[src/rtl/cpu8_pkg.sv]
package cpu8_pkg;

  localparam int OPC_W = 4;

  typedef enum logic [OPC_W-1:0] {
    OP_ADDI  = 4'd0,
    OP_SUBI  = 4'd1,
    OP_LOAD  = 4'd2,
    OP_STORE = 4'd3,
    OP_BRZ   = 4'd4,
    OP_JMP   = 4'd5,
    OP_JAL   = 4'd6
  } opcode_e;

  typedef enum logic [2:0] {
    ALU_SUB   = 3'd1,
    ALU_ADD   = 3'd2,
    ALU_PASSX = 3'd3,
    ALU_PASSY = 3'd4
  } alu_op_e;

  typedef enum logic [1:0] {
    WB_ALU  = 2'd0,
    WB_MEM  = 2'd1,
    WB_LINK = 2'd2
  } wb_sel_e;

  typedef enum logic [1:0] {
    PC_SEQ = 2'd0,
    PC_BRZ = 2'd1,
    PC_ABS = 2'd2
  } pc_sel_e;

  typedef struct packed {
    logic    reg_we;
    logic    mem_we;
    alu_op_e alu_op;
    wb_sel_e wb_sel;
    pc_sel_e pc_sel;
  } ctl_t;

  function automatic ctl_t decode_op(logic [OPC_W-1:0] opc);
    ctl_t c;
    c.reg_we = 1'b0;
    c.mem_we = 1'b0;
    c.alu_op = ALU_PASSX;
    c.wb_sel = WB_ALU;
    c.pc_sel = PC_SEQ;
    case (opc)
      OP_ADDI:  begin c.reg_we = 1'b1; c.alu_op = ALU_ADD; end
      OP_SUBI:  begin c.reg_we = 1'b1; c.alu_op = ALU_SUB; end
      OP_LOAD:  begin c.reg_we = 1'b1; c.wb_sel = WB_MEM; c.alu_op = ALU_PASSY; end
      OP_STORE: begin c.mem_we = 1'b1; end
      OP_BRZ:   begin c.pc_sel = PC_BRZ; end
      OP_JMP:   begin c.pc_sel = PC_ABS; c.alu_op = ALU_PASSY; end
      OP_JAL:   begin c.reg_we = 1'b1; c.wb_sel = WB_LINK; c.pc_sel = PC_ABS; end
      default:  ;
    endcase
    return c;
  endfunction

  function automatic logic [7:0] wrap_add8(logic [7:0] a, logic [7:0] b);
    return a + b;
  endfunction

endpackage

[src/rtl/cpu8_decode.sv]
module cpu8_decode
  import cpu8_pkg::*;
#(
  parameter int DATA_W = 8,
  parameter int RSEL_W = 4,
  localparam int INSN_W = OPC_W + RSEL_W + DATA_W
) (
  input  logic [INSN_W-1:0] insn,
  output logic [OPC_W-1:0]  opc,
  output logic [RSEL_W-1:0] rsel,
  output logic [DATA_W-1:0] imm,
  output ctl_t              ctl
);
  assign opc  = insn[INSN_W-1 -: OPC_W];
  assign rsel = insn[DATA_W +: RSEL_W];
  assign imm  = insn[DATA_W-1:0];
  assign ctl  = decode_op(opc);
endmodule

[src/rtl/cpu8_regfile.sv]
module cpu8_regfile #(
  parameter int W = 8,
  parameter int N = 16,
  localparam int AW = $clog2(N)
) (
  input  logic          clk,
  input  logic          rst_n,
  input  logic          we,
  input  logic [AW-1:0] waddr,
  input  logic [W-1:0]  wdata,
  input  logic [AW-1:0] raddr,
  output logic [W-1:0]  rdata
);
  logic [W-1:0] regs_q [N];

  for (genvar g = 0; g < N; g++) begin : g_reg
    if (g == 0) begin : g_zero
      assign regs_q[g] = '0;
    end else begin : g_store
      always_ff @(posedge clk or negedge rst_n) begin
        if (!rst_n)
          regs_q[g] <= '0;
        else if (we && waddr == AW'(g))
          regs_q[g] <= wdata;
      end
    end
  end

  assign rdata = regs_q[raddr];
endmodule

[src/rtl/cpu8_alu.sv]
module cpu8_alu
  import cpu8_pkg::*;
#(
  parameter int W = 8
) (
  input  logic [W-1:0] x,
  input  logic [W-1:0] y,
  input  alu_op_e      op,
  output logic [W-1:0] res,
  output logic         zero
);
  always_comb begin
    case (op)
      ALU_SUB:   res = x - y;
      ALU_ADD:   res = x + y;
      ALU_PASSX: res = x;
      ALU_PASSY: res = y;
      default:   res = x;
    endcase
  end
  assign zero = (res == '0);
endmodule

[src/rtl/cpu8_pcu.sv]
module cpu8_pcu
  import cpu8_pkg::*;
#(
  parameter int W = 8
) (
  input  logic         clk,
  input  logic         rst_n,
  input  pc_sel_e      sel,
  input  logic         reg_zero,
  input  logic [W-1:0] imm,
  output logic [W-1:0] pc,
  output logic [W-1:0] pc_plus2,
  output logic         taken
);
  logic [W-1:0] br_tgt;
  logic [W-1:0] next_pc;

  assign pc_plus2 = pc + W'(2);
  assign br_tgt   = pc_plus2 + imm;
  assign taken    = (sel == PC_BRZ) && reg_zero;

  always_comb begin
    case (sel)
      PC_BRZ:  next_pc = reg_zero ? br_tgt : pc_plus2;
      PC_ABS:  next_pc = imm;
      default: next_pc = pc_plus2;
    endcase
  end

  always_ff @(posedge clk or negedge rst_n) begin
    if (!rst_n) pc <= '0;
    else        pc <= next_pc;
  end
endmodule

[src/rtl/cpu8_core.sv]
module cpu8_core
  import cpu8_pkg::*;
#(
  parameter int DATA_W  = 8,
  parameter int REG_CNT = 16
) (
  input  logic                                       clk,
  input  logic                                       rst_n,
  output logic [DATA_W-1:0]                          imem_addr,
  input  logic [OPC_W+$clog2(REG_CNT)+DATA_W-1:0]    imem_data,
  output logic [DATA_W-1:0]                          dmem_addr,
  output logic [DATA_W-1:0]                          dmem_wdata,
  output logic                                       dmem_we,
  input  logic [DATA_W-1:0]                          dmem_rdata
);
  localparam int RSEL_W = $clog2(REG_CNT);

  logic [OPC_W-1:0]  opc;
  logic [RSEL_W-1:0] rsel;
  logic [DATA_W-1:0] imm;
  ctl_t              ctl;
  logic [DATA_W-1:0] rs_val;
  logic [DATA_W-1:0] alu_res;
  logic              alu_zero;
  logic [DATA_W-1:0] pc;
  logic [DATA_W-1:0] pc_plus2;
  logic              br_taken;
  logic [DATA_W-1:0] wb_data;
  logic              wb_en;

  cpu8_decode #(.DATA_W(DATA_W), .RSEL_W(RSEL_W)) u_dec (
    .insn(imem_data), .opc(opc), .rsel(rsel), .imm(imm), .ctl(ctl)
  );

  cpu8_regfile #(.W(DATA_W), .N(REG_CNT)) u_rf (
    .clk(clk), .rst_n(rst_n), .we(wb_en), .waddr(rsel), .wdata(wb_data),
    .raddr(rsel), .rdata(rs_val)
  );

  cpu8_alu #(.W(DATA_W)) u_alu (
    .x(rs_val), .y(imm), .op(ctl.alu_op), .res(alu_res), .zero(alu_zero)
  );

  cpu8_pcu #(.W(DATA_W)) u_pcu (
    .clk(clk), .rst_n(rst_n), .sel(ctl.pc_sel), .reg_zero(alu_zero),
    .imm(imm), .pc(pc), .pc_plus2(pc_plus2), .taken(br_taken)
  );

  always_comb begin
    case (ctl.wb_sel)
      WB_MEM:  wb_data = dmem_rdata;
      WB_LINK: wb_data = pc_plus2;
      default: wb_data = alu_res;
    endcase
  end

  assign wb_en      = ctl.reg_we;
  assign imem_addr  = pc;
  assign dmem_addr  = imm;
  assign dmem_wdata = alu_res;
  assign dmem_we    = ctl.mem_we & rst_n;
endmodule

[config.mk]
export PLATFORM = sky130hd
export DESIGN_NAME = cpu8_core
export DESIGN_NICKNAME = d
export VERILOG_FILES = /design/src/rtl/cpu8_pkg.sv /design/src/rtl/cpu8_decode.sv /design/src/rtl/cpu8_regfile.sv /design/src/rtl/cpu8_alu.sv /design/src/rtl/cpu8_pcu.sv /design/src/rtl/cpu8_core.sv
export SDC_FILE = /design/constraint.sdc
export NUM_CORES = 1
export LEC_CHECK = 0
export BUFFER_PORTS_ARGS = -buffer_cell sky130_fd_sc_hd__clkbuf_2
export CAP_MARGIN = 20
export CORE_ASPECT_RATIO = 0.5
export CORE_MARGIN = 4
export CORE_UTILIZATION = 49
export DETAILED_ROUTE_END_ITERATION = 16
export PLACE_DENSITY = 0.67
export SETUP_SLACK_MARGIN = 0.2
export SYNTH_ARGS = -nofsm -noshare
export SYNTH_HDL_FRONTEND = slang
export SYNTH_SLANG_ARGS = --single-unit
[constraint.sdc]
create_clock -name clk -period 6.33 [get_ports clk]
set_input_delay 1.266 -clock clk [delete_from_list [all_inputs] [get_ports clk]]
set_output_delay 1.266 -clock clk [all_outputs]
set_load 0.005 [all_outputs]
==> impl_metrics.toml <==
[die]
fp-row-count = 31
dieArea_mm2 = 0.01748
core-area_mm2 = 0.01474
die_h_um = 95.50
design.portCount = 51
die_x_um = 183.0
starting_utilization_of_the_core_area = 0.5091

[timing]
finalWorstPathRequiredPeriod_ps = 5876
final.period_utilization = 0.9282
fin_setup_tns_ps = 0
report.final.setup_viol = 0
clock.fmax_ghz = 0.1702
clock-skew-final_ps = 10.44
max_slew_margin = 0.4092
worst_pin_slew_ps = 886.2
number_of_hold_violations_in_the_final_report = 0
grt_setup_unrepaired = "false"
report.final.slew_viol_count = 0

[clock_tree]
cts-htree-levels = 4
post-cts-setup-buffer-count = 0
cts.path.max_buffers = 2
cts.sinks = 128
insertion_delay_ps = 420
cts.reportedPaths.clkPinSlew_ps = 50
number_of_buffers_created_by_cts = 17
tritoncts = "done"
clock-root-buffer = "clkbuf_16"

[power_and_ir_drop]
cellPowerDensity_mw_per_mm2 = 345.5
p_leak_nw = 4.023
peakVddDrop_uv = 226.2

[synthesis]
yosys_warnings = 0
combined_area_of_all_synthesized_cells_mm2 = 0.007503
synth_edf_count = 0
postSynthCellCount = 647
postSynth.topFlopCell = "dfrtp_1"
register_bit_count_reported_by_yosys = 128
netlist-cell-type-count = 64
ffs_w_async_s_r_synth = 1.000
syn-num-nets = 697
seq_area_frac_synth = 0.4269
mean_cell_area_of_the_mapped_netlist_um2 = 11.60

[critical_path]
r2r_cells = 14
worstReg2RegStart = "u_rf.regs_q[9]$_DFFE_PN0P_"
critical_path_arrival_ps = 4610
slowest_delay_ps = 620
worstPathMaxFanout = 20
critical_path.n_buffers_inverters = 4
setup.reg_to_reg.worst_slack_ps = 2130
critical_path.slowest_cell = "a221oi_1"
crit_path_start_kind = "primary input"
critical_path.top_delay_family = "simple AND/OR/NAND/NOR gates"
critical_path_required_ps = 5060
cp.depth = 14
regToRegEndpoint = "u_pcu.pc[1]$_DFF_PN0_"
worstSetupEndpointType = "primary output"
critical_path.cell_chain = "clkbuf_4, buf_4, nor2b_1, buf_4, a22oi_1, a221oi_1, ha_1, a2111oi_1, a21bo_2, nand2_1, or4b_1, nand3_1, nand2b_1, clkbuf_2"
cp_common_cell = "buf_4"
critical_path_class = "primary input to primary output"

[placed_design]
gp_congestion = 0.9336
placed_cells = 861
port_buffers = 50
post-dp-hpwl_um = 13490
placement.cell_area_mm2 = 0.007838

[cells_and_area]
n_antenna_cell = 0
multi_input_area_mm2 = 0.003983
nNetsFinal = 733
area_of_all_sequential_standard_cells_mm2 = 0.003203
final_design_area_no_fill_mm2 = 0.008469
flow.area_growth_from_synthesis_pct = 12.87
drive_gt1_frac = 0.3305
fill_cell_instance_count_of_the_final_layout = 1200
final_core_utilization = 0.5746
fin_cells = 894

[routing]
drt_pass1_iterations = 5
totalWireLength_um = 18960
via_per_instance_ratio = 6.120
antenna_left = 0
num_vias = 5471
detail_route.wl_per_cell_um = 21.21
detail_route.iter0.violations = 444
residual_drc_count = 0

[grt]
global_route.usage.total = 0.2270
first_pass_grt_wire_length_um = 30370
global_route_overflow = 0
antenna_found_initial = 1
grt_max_degree = 71
grt_pass1_vias = 5495

[job]
timing.max_cap.violations = 0

[worst_hold_path]
cells_on_worst_hold_path = 2
hold-path-endpoint = "u_rf.regs_q[42]$_DFFE_PN0P_"
worstHoldStart = "u_rf.regs_q[42]$_DFFE_PN0P_"
hold_path_class = "register to register"

[run_status]
run_status = "completed"
-- worst max-delay path by stage --
| stage | from | to |
|---|---|---|
| final | imem_data[8] | dmem_wdata[7] |
| after global routing | imem_data[8] | dmem_wdata[7] |
| after CTS | imem_data[8] | dmem_wdata[7] |
| after detailed placement | imem_data[8] | dmem_wdata[7] |
| after global placement | imem_data[8] | dmem_wdata[7] |
| after floorplan | imem_data[9] | dmem_wdata[7] |
-- cells in the final DEF, fill, tap and decap left out, types with 4 or more instances in the layout --
cell        instances
o211ai_1            5
nor2b_1             9
a221oi_1           15
ha_1               22
a21o_1              5
and2_1              5
nor3_1              6
mux4_1              9
o21ai_0            21
a22o_1              4
nand2b_1            6
mux2i_1            21
clkbuf_2           47
xnor2_1             8
a21oi_1            22
nand3_1            10
buf_4              13
mux2_2            114
inv_1              18
nand2_1            54
clkinvlp_4          4
a221o_1             8
inv_6               4
nor2_1             28
dfrtp_1           128
a22oi_1             8
xor2_1             11
clkbuf_16          17
mux4_2              9
-- sequential cells by signal, summed over array words and instances (netlist names) --
| register | flops |
|---|---|
| u_pcu.pc | 8 |
| u_rf.regs_q | 120 |
-- metal layers --
layer  track usage  part of all wire
met1        0.3120              0.46
met3       0.03963             0.066
met4       0.07993             0.023
met5             0           0.00042
met2        0.3673              0.45
-- per-stage QoR --
stage | hold WS (ps) | worst slack [ps] | total power [mW]
floorplan | 441.6 | 982.3 | 1.665
global placement | 457.6 | 325.5 | 1.885
detailed placement | 468.4 | 172.6 | 1.910
CTS | 480.9 | 324.4 | 2.931
global route | 507.5 | 196.4 | 3.079
finish | 474.2 | 454.4 | 2.926
-- logic make-up (layout without fill, tap and decap cells) --
| logic type | count (synthesis) | after routing | share of synthesized area |
|---|---|---|---|
| AOI/OAI and AO/OA | 116 | 116 | 0.1116 |
| xor gates and xnor gates | 19 | 19 | 0.02218 |
| adders and majority gates | 24 | 24 | 0.04202 |
| buffers and inverters | 64 | 113 | 0.04369 |
| DFF | 128 | 128 | 0.4269 |
| muxes | 153 | 153 | 0.2576 |
| and+or+nand+nor | 143 | 143 | 0.09605 |
-- worst reg2reg max path, cell delays in order (launching register included) --
cell	delay [ps]
dfrtp_1	370
mux4_2	470
mux2_2	330
nand2_1	80
o21ai_0	160
ha_1	350
a211o_1	360
a21o_1	180
a32o_1	270
a21oi_1	320
nand4b_1	210
nor4_4	230
buf_4	250
mux2i_1	220
o311ai_0	220
-- Yosys cell counts (all sizes together), types with 4 or more instances --
library cell | instances | share of area
inv | 18 | 0.0090
a22o | 4 | 0.0047
nor3 | 6 | 0.0040
ha | 22 | 0.037
o211ai | 5 | 0.0050
o21ai | 22 | 0.015
a221o | 8 | 0.011
nand2 | 55 | 0.028
a221oi | 17 | 0.021
mux4 | 18 | 0.059
nor2b | 10 | 0.0083
mux2i | 21 | 0.028
nand2b | 6 | 0.0050
a22oi | 8 | 0.0080
xor2 | 11 | 0.013
and2 | 5 | 0.0042
buf | 28 | 0.026
nand3 | 10 | 0.0067
dfrtp | 128 | 0.43
mux2 | 114 | 0.17
a21o | 5 | 0.0050
a21oi | 22 | 0.015
nor2 | 29 | 0.015
xnor2 | 8 | 0.0093
clkbuf | 18 | 0.0090
-- power by group --
part | switching (mW) | total (mW) | internal, mW
combinational | 0.418 | 0.804 | 0.386
clock | 0.390 | 1.02 | 0.626
sequential | 0.105 | 1.11 | 1.00
total | 0.913 | 2.93 | 2.01
-- layout make-up --
class | count | share of cell area
clock buffer | 18 | 0.05067
clock inverter | 14 | 0.02127
multi-input combinational | 455 | 0.4702
tap | 198 | 0.02925
inverter | 18 | 0.007978
timing repair buffer | 63 | 0.04240
sequential | 128 | 0.3782
-- timing repair --
action / in CTS / in global routing
hold buffers: 0 / 0
endpoints found under the setup margin: 1 / 3
resized for setup: 1 / 6
Power figures use the tool's default switching activity.
